==> config.mk <==
export PLATFORM = sky130hd
export DESIGN_NAME = pwm_bit_decoder
export DESIGN_NICKNAME = d
export VERILOG_FILES = /design/src/rtl/pwmdec_pkg.sv /design/src/rtl/pwmdec_regs.sv /design/src/rtl/pwmdec_prescale.sv /design/src/rtl/pwmdec_edge.sv /design/src/rtl/pwmdec_core.sv /design/src/rtl/pwm_bit_decoder.sv
export SDC_FILE = /design/constraint.sdc
export NUM_CORES = 1
export LEC_CHECK = 0
export ABC_AREA = 1
export CAP_MARGIN = 20
export CORE_MARGIN = 10
export CORE_UTILIZATION = 25
export CTS_CLUSTER_DIAMETER = 40
export DETAILED_ROUTE_END_ITERATION = 12
export SYNTH_ARGS = -nofsm -noshare
export SYNTH_HDL_FRONTEND = slang
export SYNTH_SLANG_ARGS = --single-unit
==> constraint.sdc <==
create_clock -name clk -period 1.2 [get_ports clk]
set_input_delay 0.24 -clock clk [delete_from_list [all_inputs] [get_ports clk]]
set_output_delay 0.24 -clock clk [all_outputs]
set_load 0.05 [all_outputs]
==> src/rtl/pwmdec_pkg.sv <==
package pwmdec_pkg;
  localparam int unsigned SEL_W = 3;
  localparam int unsigned PRE_W = (1 << SEL_W) - 2;

  typedef enum logic [1:0] {
    CLR_NONE = 2'b00,
    CLR_RSV1 = 2'b01,
    CLR_RSV2 = 2'b10,
    CLR_RISE = 2'b11
  } clr_mode_e;

  typedef struct packed {
    logic [SEL_W-1:0] clk_sel;
    clr_mode_e        clr_mode;
    logic             halt;
  } ctrl_t;

  localparam int unsigned CTRL_W = $bits(ctrl_t);

  // Mask of low prescaler bits that must all be 1 for a tick with select k.
  function automatic logic [PRE_W-1:0] div_mask(input logic [SEL_W-1:0] sel);
    logic [PRE_W-1:0] m;
    m = '0;
    for (int i = 0; i < PRE_W; i++) begin
      if (i + 2 <= int'(sel)) m[i] = 1'b1;
    end
    return m;
  endfunction

  function automatic logic tick_of(input logic [SEL_W-1:0] sel,
                                   input logic [PRE_W-1:0] pre);
    logic [PRE_W-1:0] m;
    m = div_mask(sel);
    return (sel != '0) && ((pre & m) == m);
  endfunction
endpackage

==> src/rtl/pwmdec_regs.sv <==
module pwmdec_regs
  import pwmdec_pkg::*;
#(
  parameter int unsigned CNT_W = 8
) (
  input  logic             clk,
  input  logic             rst_n,
  input  logic             wr_en,
  input  logic             wr_addr,
  input  logic [CNT_W-1:0] wr_data,
  output ctrl_t            ctrl,
  output logic [CNT_W-1:0] thr
);
  localparam ctrl_t CTRL_RST = '{clk_sel: '0, clr_mode: CLR_NONE, halt: 1'b1};

  always_ff @(posedge clk or negedge rst_n) begin
    if (!rst_n) begin
      ctrl <= CTRL_RST;
      thr  <= '0;
    end else if (wr_en) begin
      if (wr_addr) thr <= wr_data;
      else         ctrl <= ctrl_t'(wr_data[CTRL_W-1:0]);
    end
  end

  assert_rst_halt_R1: assert property (@(posedge clk)
    $rose(rst_n) |-> ctrl.halt);
endmodule

==> src/rtl/pwmdec_prescale.sv <==
module pwmdec_prescale
  import pwmdec_pkg::*;
(
  input  logic             clk,
  input  logic             rst_n,
  input  logic             halt,
  input  logic [SEL_W-1:0] clk_sel,
  output logic             tick
);
  logic [PRE_W-1:0] pre_q;

  always_ff @(posedge clk or negedge rst_n) begin
    if (!rst_n)    pre_q <= '0;
    else if (halt) pre_q <= '0;
    else           pre_q <= pre_q + 1'b1;
  end

  assign tick = !halt && tick_of(clk_sel, pre_q);

  assert_div1_tick_R4: assert property (@(posedge clk) disable iff (!rst_n)
    (clk_sel == SEL_W'(1) && !halt) |-> tick);
  assert_sel0_idle_R4: assert property (@(posedge clk) disable iff (!rst_n)
    (clk_sel == '0) |-> !tick);
endmodule

==> src/rtl/pwmdec_edge.sv <==
module pwmdec_edge (
  input  logic clk,
  input  logic rst_n,
  input  logic pwm_in,
  output logic lvl,
  output logic rise
);
  logic s1_q, s2_q, s3_q;

  always_ff @(posedge clk or negedge rst_n) begin
    if (!rst_n) begin
      s1_q <= 1'b0;
      s2_q <= 1'b0;
      s3_q <= 1'b0;
    end else begin
      s1_q <= pwm_in;
      s2_q <= s1_q;
      s3_q <= s2_q;
    end
  end

  assign lvl  = s2_q;
  assign rise = s2_q & ~s3_q;

  assert_rise_gap_R3: assert property (@(posedge clk) disable iff (!rst_n)
    rise |=> !rise);
endmodule

==> src/rtl/pwmdec_core.sv <==
module pwmdec_core
  import pwmdec_pkg::*;
#(
  parameter int unsigned CNT_W = 8
) (
  input  logic             clk,
  input  logic             rst_n,
  input  logic             halt,
  input  clr_mode_e        clr_mode,
  input  logic             tick,
  input  logic             rise,
  input  logic             lvl,
  input  logic [CNT_W-1:0] thr,
  output logic             bit_out,
  output logic             bit_valid,
  output logic             match
);
  logic [CNT_W-1:0] cnt_q;
  logic             armed_q;
  logic             clr_ev;

  function automatic logic hit(input logic armed, input logic [CNT_W-1:0] cnt,
                               input logic [CNT_W-1:0] t, input logic clr);
    return armed && (cnt == t) && !clr;
  endfunction

  assign clr_ev = rise && (clr_mode == CLR_RISE);
  assign match  = !halt && hit(armed_q, cnt_q, thr, clr_ev);

  always_ff @(posedge clk or negedge rst_n) begin
    if (!rst_n) begin
      cnt_q     <= '0;
      armed_q   <= 1'b0;
      bit_out   <= 1'b0;
      bit_valid <= 1'b0;
    end else if (halt) begin
      cnt_q     <= '0;
      armed_q   <= 1'b0;
      bit_out   <= 1'b0;
      bit_valid <= 1'b0;
    end else begin
      bit_valid <= match;
      if (match) bit_out <= lvl;
      if (clr_ev) begin
        cnt_q   <= '0;
        armed_q <= 1'b1;
      end else begin
        if (tick)  cnt_q   <= cnt_q + 1'b1;
        if (match) armed_q <= 1'b0;
      end
    end
  end

  assert_halt_idle_R2: assert property (@(posedge clk) disable iff (!rst_n)
    halt |=> (cnt_q == '0) && !bit_out && !bit_valid);
  assert_clear_on_rise_R3: assert property (@(posedge clk) disable iff (!rst_n)
    (clr_ev && !halt) |=> (cnt_q == '0) && armed_q);
  assert_latch_level_R5: assert property (@(posedge clk) disable iff (!rst_n)
    match |=> bit_valid && (bit_out == $past(lvl)));
  assert_once_per_period_R6: assert property (@(posedge clk) disable iff (!rst_n)
    match |=> !armed_q);
  assert_hold_R7: assert property (@(posedge clk) disable iff (!rst_n)
    (!match && !halt) |=> $stable(bit_out));
  assert_strobe_R9: assert property (@(posedge clk) disable iff (!rst_n)
    bit_valid |-> $past(match));
endmodule

==> src/rtl/pwm_bit_decoder.sv <==
module pwm_bit_decoder
  import pwmdec_pkg::*;
#(
  parameter int unsigned CNT_W = 8
) (
  input  logic             clk,
  input  logic             rst_n,
  input  logic             wr_en,
  input  logic             wr_addr,
  input  logic [CNT_W-1:0] wr_data,
  input  logic             pwm_in,
  output logic             bit_out,
  output logic             bit_valid
);
  ctrl_t            ctrl;
  logic [CNT_W-1:0] thr;
  logic             tick, lvl, rise, match;

  pwmdec_regs #(.CNT_W(CNT_W)) u_regs (
    .clk(clk), .rst_n(rst_n), .wr_en(wr_en), .wr_addr(wr_addr),
    .wr_data(wr_data), .ctrl(ctrl), .thr(thr)
  );

  pwmdec_prescale u_pre (
    .clk(clk), .rst_n(rst_n), .halt(ctrl.halt), .clk_sel(ctrl.clk_sel),
    .tick(tick)
  );

  pwmdec_edge u_edge (
    .clk(clk), .rst_n(rst_n), .pwm_in(pwm_in), .lvl(lvl), .rise(rise)
  );

  pwmdec_core #(.CNT_W(CNT_W)) u_core (
    .clk(clk), .rst_n(rst_n), .halt(ctrl.halt), .clr_mode(ctrl.clr_mode),
    .tick(tick), .rise(rise), .lvl(lvl), .thr(thr),
    .bit_out(bit_out), .bit_valid(bit_valid), .match(match)
  );
endmodule

### Yosys cells after proc, flatten, opt, wreduce, memory -nomap -nowiden

Index checks and enable logic that the tools add are counted.
W data, S select, Z words.

| word-level totals | value |
|---|---|
| bits in registers | 34 |
| latch bits | 0 |
| bits in writable memories | 0 |
| bits in read-only memories | 0 |
| bits of input ports | 13 |
| output and inout port bits | 2 |
| logic and storage cells | 57 |
| memories kept | 0 |

| cells by class | value |
|---|---|
| add/subtract/negate cells | 2 |
| multipliers | 0 |
| div/mod/pow operators | 0 |
| order comparisons | 6 |
| eq/ne operators | 3 |
| shifts and indexed selects | 0 |
| multiplexer cells | 16 |
| bitwise operators | 4 |
| reductions and logical operators | 14 |

Operators with widths:

| cell | count |
|---|---|
| $mux W8 | 3 |
| $le A3 B3 Y1 const A | 4 |
| $mux W1 | 12 |
| $reduce_bool A3 Y1 | 3 |
| $add A8 B1 Y8 const B | 1 |
| $eq A8 B8 Y1 | 1 |
| $add A6 B1 Y6 const B | 1 |
| $and A6 B6 Y6 | 1 |
| $eq A6 B6 Y1 | 1 |
| $le A2 B3 Y1 const A | 2 |
| $logic_and A1 B1 Y1 | 6 |
| $mux W6 | 1 |
| $reduce_and A2 Y1 | 2 |
| $eq A2 B2 Y1 const B | 1 |
| $logic_not A1 Y1 | 2 |
| $not A1 Y1 | 2 |
| $reduce_bool A2 Y1 | 1 |
| $and A1 B1 Y1 | 1 |

### Depth between registers and ports, before layout

| depth | value |
|---|---|
| depth in word-level cells | 9 |
| gate-level depth with buffers | 10 |
| gate-level depth less buffers | 10 |

### Cells and area by module

Synthesis repeated with hierarchy kept, for this count alone.

| second synthesis, totals | value |
|---|---|
| cell total of the unflattened synthesis | 244 |
| area, all modules | 1838.0 um^2 |

By module, submodules not included:

| module | times used | cells an instance | area an instance (um^2) | seq. area each (um^2) |
|---|---|---|---|---|
| pwmdec_core | 1 | 129 | 797.0 | 275.3 |
| pwmdec_regs | 1 | 62 | 613.1 | 351.6 |
| pwmdec_prescale | 1 | 48 | 342.8 | 150.1 |
| pwmdec_edge | 1 | 5 | 85.1 | 75.1 |

### Worst setup path before layout

No wires, ideal clock.

| path | value |
|---|---|
| path type | register to register |
| start | register u_core.cnt_q[0] |
| end | register u_core.cnt_q[6] |
| setup time | 65 ps |
| data arrival time | 1143 ps |
| data required time | 1135 ps |
| path slack | -8 ps |
| stages on the path, launching flop included | 10 |
| buffers on the path | 0 |
| clock period less this slack | 1208 ps |
| cell sequence | dfrtp_1 > ha_1 > nand2_1 > nor2_1 > nand2_1 > nand2_1 > nand3_1 > nor2_1 > nand2_1 > nand2_1 |

| between the ends | value |
|---|---|
| longest elaborated chain between the ends | 4 |

RTL lines:

| element | line | text |
|---|---|---|
| from (decl) | pwmdec_core.sv:18 | `logic [CNT_W-1:0] cnt_q;` |
| from (signal assigned) | pwmdec_core.sv:48 | `if (tick) cnt_q <= cnt_q + 1'b1;` |
| $add A8 B1 Y8 | pwmdec_core.sv:48 |  |
| $mux W8 | pwmdec_core.sv:48 |  |
| $mux W8 | pwmdec_core.sv:44 | `if (clr_ev) begin` |
| $mux W8 | pwmdec_core.sv:36 | `end else if (halt) begin` |

No other way between the ends. The select of a mux whose other input is x is not followed.
A chain may end at the register's enable or synchronous reset.

### Final worst setup path

| path | value |
|---|---|
| start | register u_core.cnt_q[1] |
| end | register u_core.bit_out |

| between the ends | value |
|---|---|
| longest elaborated chain between the ends | 5 |

RTL lines:

| element | line | text |
|---|---|---|
| $eq A8 B8 Y1 | pwmdec_core.sv:24 | `return armed && (cnt == t) && !clr;` |
| $logic_and A1 B1 Y1 (2 in a row) | pwmdec_core.sv:24 |  |
| $logic_and A1 B1 Y1 | pwmdec_core.sv:28 | `assign match = !halt && hit(armed_q, cnt_q, thr, clr_ev);` |
| $reduce_bool A2 Y1 (no line) | - |  |
| to (signal assigned) | pwmdec_core.sv:43 | `if (match) bit_out <= lvl;` |
| to (decl) | pwmdec_core.sv:14 | `output logic bit_out,` |

No other way between the ends.

==> results.md <==
- Iteration-0 DRC Markers: 79
- Fmax: just under 800 MHz
- PD cells: about 1400 mW/mm2
- Core outline area: a little over 0.007 mm2
- Global Route Usage Sum: 8.67%
- Seq cells post-synth: 34
- Slew Viols, Final: 0
- Main area contributors after synthesis: dfrtp_1 45%, nand2_1 18%, inv_1 7.8%
- Area fraction of the dominant cell type after synthesis: between 40 and 50%
- Hpwl dp: 3340 um
- Final Hold Viols: 0
- Initial antenna violation count: 0
- Status: finished, violations left
- Non-Filler Instances: between 400 and 500
- Proportion of layout cells with a drive suffix above 1: a little under a third
- Starting density of the core: 25.5%
- Critical Path Start Type: flop
- Die Ht: 106 um
- CP required: between 1000 and 1500 ps
- Total Power: 3.75 mW
- Final setup vio count: 11
- Reg clk slew, reported paths: around 70 ps
- Dominant synthesized flop cell: dfrtp_1
- Fin crit share: 105%
- Dpl cell area: around 0.0024 mm2
- Diodes inserted: 0
- Drt pass-1 iters: 4
- Final weighted congestion in routability-driven placement: 0.824
- Largest stage delay, worst path: roughly 470 ps
- Violated checks: setup timing
- Synth async-reset ratio: 100%
- Crit path max fanout: 6
- Count leader, synth: nand2_1
- RSZ-0062 raised after global routing: yes
- CP arrival: 1450 ps
- First-pass GRT wire length: just under 8000 um
- CTS Hold Bufs: 0
- Synth area leader: dfrtp_1
- GRT overflow: 0
- Clk root buf: clkbuf_8
- Most common cell type on the critical path: nand2_1
- Setup CP Type: reg -> reg
- Post-DR wirelength/cell: ~11 um
- H-tree lvl count: 2
- Final cell area excluding filler cells: between 0.002 and 0.003 mm2
- Clk_skew: roughly 5.6 ps
- Clock latency on the worst-skew pair: between 200 and 300 ps
- Start of the worst register-to-register path: u_core.cnt_q[1]
- Yosys warning count: 0
- Largest net degree at the start of global routing: 35
- Final #Nets: between 300 and 400
- Relative slew slack: roughly 80%
- Total Die Area: 0.0112 mm2
- Num CTS Buffers: 5
- Clk sink count: 34
- Final Critical Period: around 1300 ps
- Post-synthesis cell area: between 0.0015 and 0.002 mm2
- Post-synth EDFFs: 0
- VDD IR max: between 0.0004 and 0.0005 V
- Core Rows: 31
- Vias/cell: between 4 and 5
- HP Class: in -> async
- Syn_area_per_cell: just over 7 um2
- Port Buf Inserts: 14
- Area Overhead vs Synth: 47.4%
- Worst path buffer plus inverter count: 0
- Sequential fraction of the synthesis area: approximately 46%
- # Max-Cap Violations: 0
- Post-Syn Instances: roughly 260
- Worst r2r path cells: 8
- Slew @ Worst Pin: roughly 330 ps
- Leakage: ~1.4 nW
- Critical path capture point type: flop
- Vias: 1740
- WL final: approximately 4800 um
- Drt drc: 0
- Reg2reg end: u_core.bit_out
- Deepest clock path buffer count: 2
- Number of instances in the placed design: around 400
- Critical path cell sequence: nand2_1, nand2_1, nor2_2, nand2_1, nor2_2, nand2_1, nand2_1, nand2_1
- Synth cell types: 27
- Io pins: 15
- Die width: ~110 um
- Mapped Nets: 270
- Vias in the first global route: 1720
- Crit path max-delay family: simple AND/OR/NAND/NOR gates
- Clock tree from TritonCTS: done
- Reg-to-reg slack, setup: -70 ps
- Final ANT Viol Nets: 0
- Setup ws final: -65.0 ps
- Slowest CP cell: dfrtp_2
- Commonest cells post-synth: 90 x nand2_1, 38 x inv_1, 33 x dfrtp_1
area by class of cell:
type / instances / area (um2)
multi-input cells: 176 / 943
clock inverters: 1 / 5.00
clock buffers: 7 / 86.3
inverters: 40 / 150
flip-flops and latches: 34 / 861
repair buffers: 58 / 542
well taps: 99 / 124
fillers: 760 / 4500
worst max path at each step:
stage	from	end	slack [ps]	cells after the start
after global placement	u_core.cnt_q[3]	u_core.bit_out	-70	9
after floorplan	u_core.cnt_q[0]	u_core.cnt_q[6]	0.5	9
after CTS	u_core.cnt_q[2]	u_core.bit_out	-70	9
after global routing	u_core.cnt_q[1]	u_core.bit_out	-150	8
final	u_core.cnt_q[1]	u_core.bit_out	-70	8
after detailed placement	wr_addr	u_regs.ctrl[2]	-110	5
power by group:
group / switching, mW / total, mW / internal, mW
registers: 0.220 / 1.54 / 1.32
clock network: 0.413 / 0.876 / 0.463
logic: 0.640 / 1.34 / 0.701
total: 1.27 / 3.75 / 2.48
state kept, by name, indices dropped and copies added, names as in the netlist:
| name | count |
|---|---|
| u_regs.ctrl | 6 |
| u_regs.thr | 8 |
| u_pre.pre_q | 6 |
| u_core.armed_q | 1 |
| u_core.cnt_q | 8 |
| u_core.bit_valid | 1 |
| u_edge.s1_q | 1 |
| u_edge.lvl | 1 |
| u_core.bit_out | 1 |
| u_edge.s3_q | 1 |
kinds of logic (layout without fill, tap and decap cells):
group / Yosys count / after routing / share of synthesized area, %
AOI/OAI and AO/OA: 25 / 25 / 7.55
xor gates and xnor gates: 2 / 2 / 0.953
adders and majority gates: 2 / 2 / 1.36
buffers and inverters: 45 / 106 / 9.52
DFF: 34 / 34 / 46.3
and+or+nand+nor: 147 / 147 / 34.3
per-stage QoR:
step                setup WS, ps  hold WS (ps)  TNS (ps)  utilization [%]
finish                     -65.0           329      -483             37.6
global route                -154           338     -1360             37.6
CTS                        -68.0           328      -373             35.0
detailed placement          -109           341     -1090             32.8
global placement           -73.9           338      -683             32.8
floorplan                  0.456         -55.6         0                -
what timing repair did:
action	4_1_cts	5_1_grt
pin swaps	8	25
cloned	0	0
endpoints found under the setup margin	11	12
buffers inserted	7	5
resized for setup	8	44
per-layer routing:
metal  vias up  GRT usage, %  wire length (um)
met3         9          2.25               138
met4         0          3.97               116
met2        24          13.8              2320
met5         -             0                 0
met1       806          10.7              2200
li1        901             -                 -
placed cells by master (no fill, tap or decap), drive strengths merged, types with 2 or more instances in the layout:
master / n
clkbuf: 7
nand4: 3
xnor2: 2
o21ai: 19
inv: 40
ha: 2
nor2: 27
nand3: 14
dfrtp: 33
clkdlybuf4s50: 12
a21oi: 4
nand2: 94
buf: 46
nor3: 6
No activity file was read; power rests on OpenSTA's default activity.
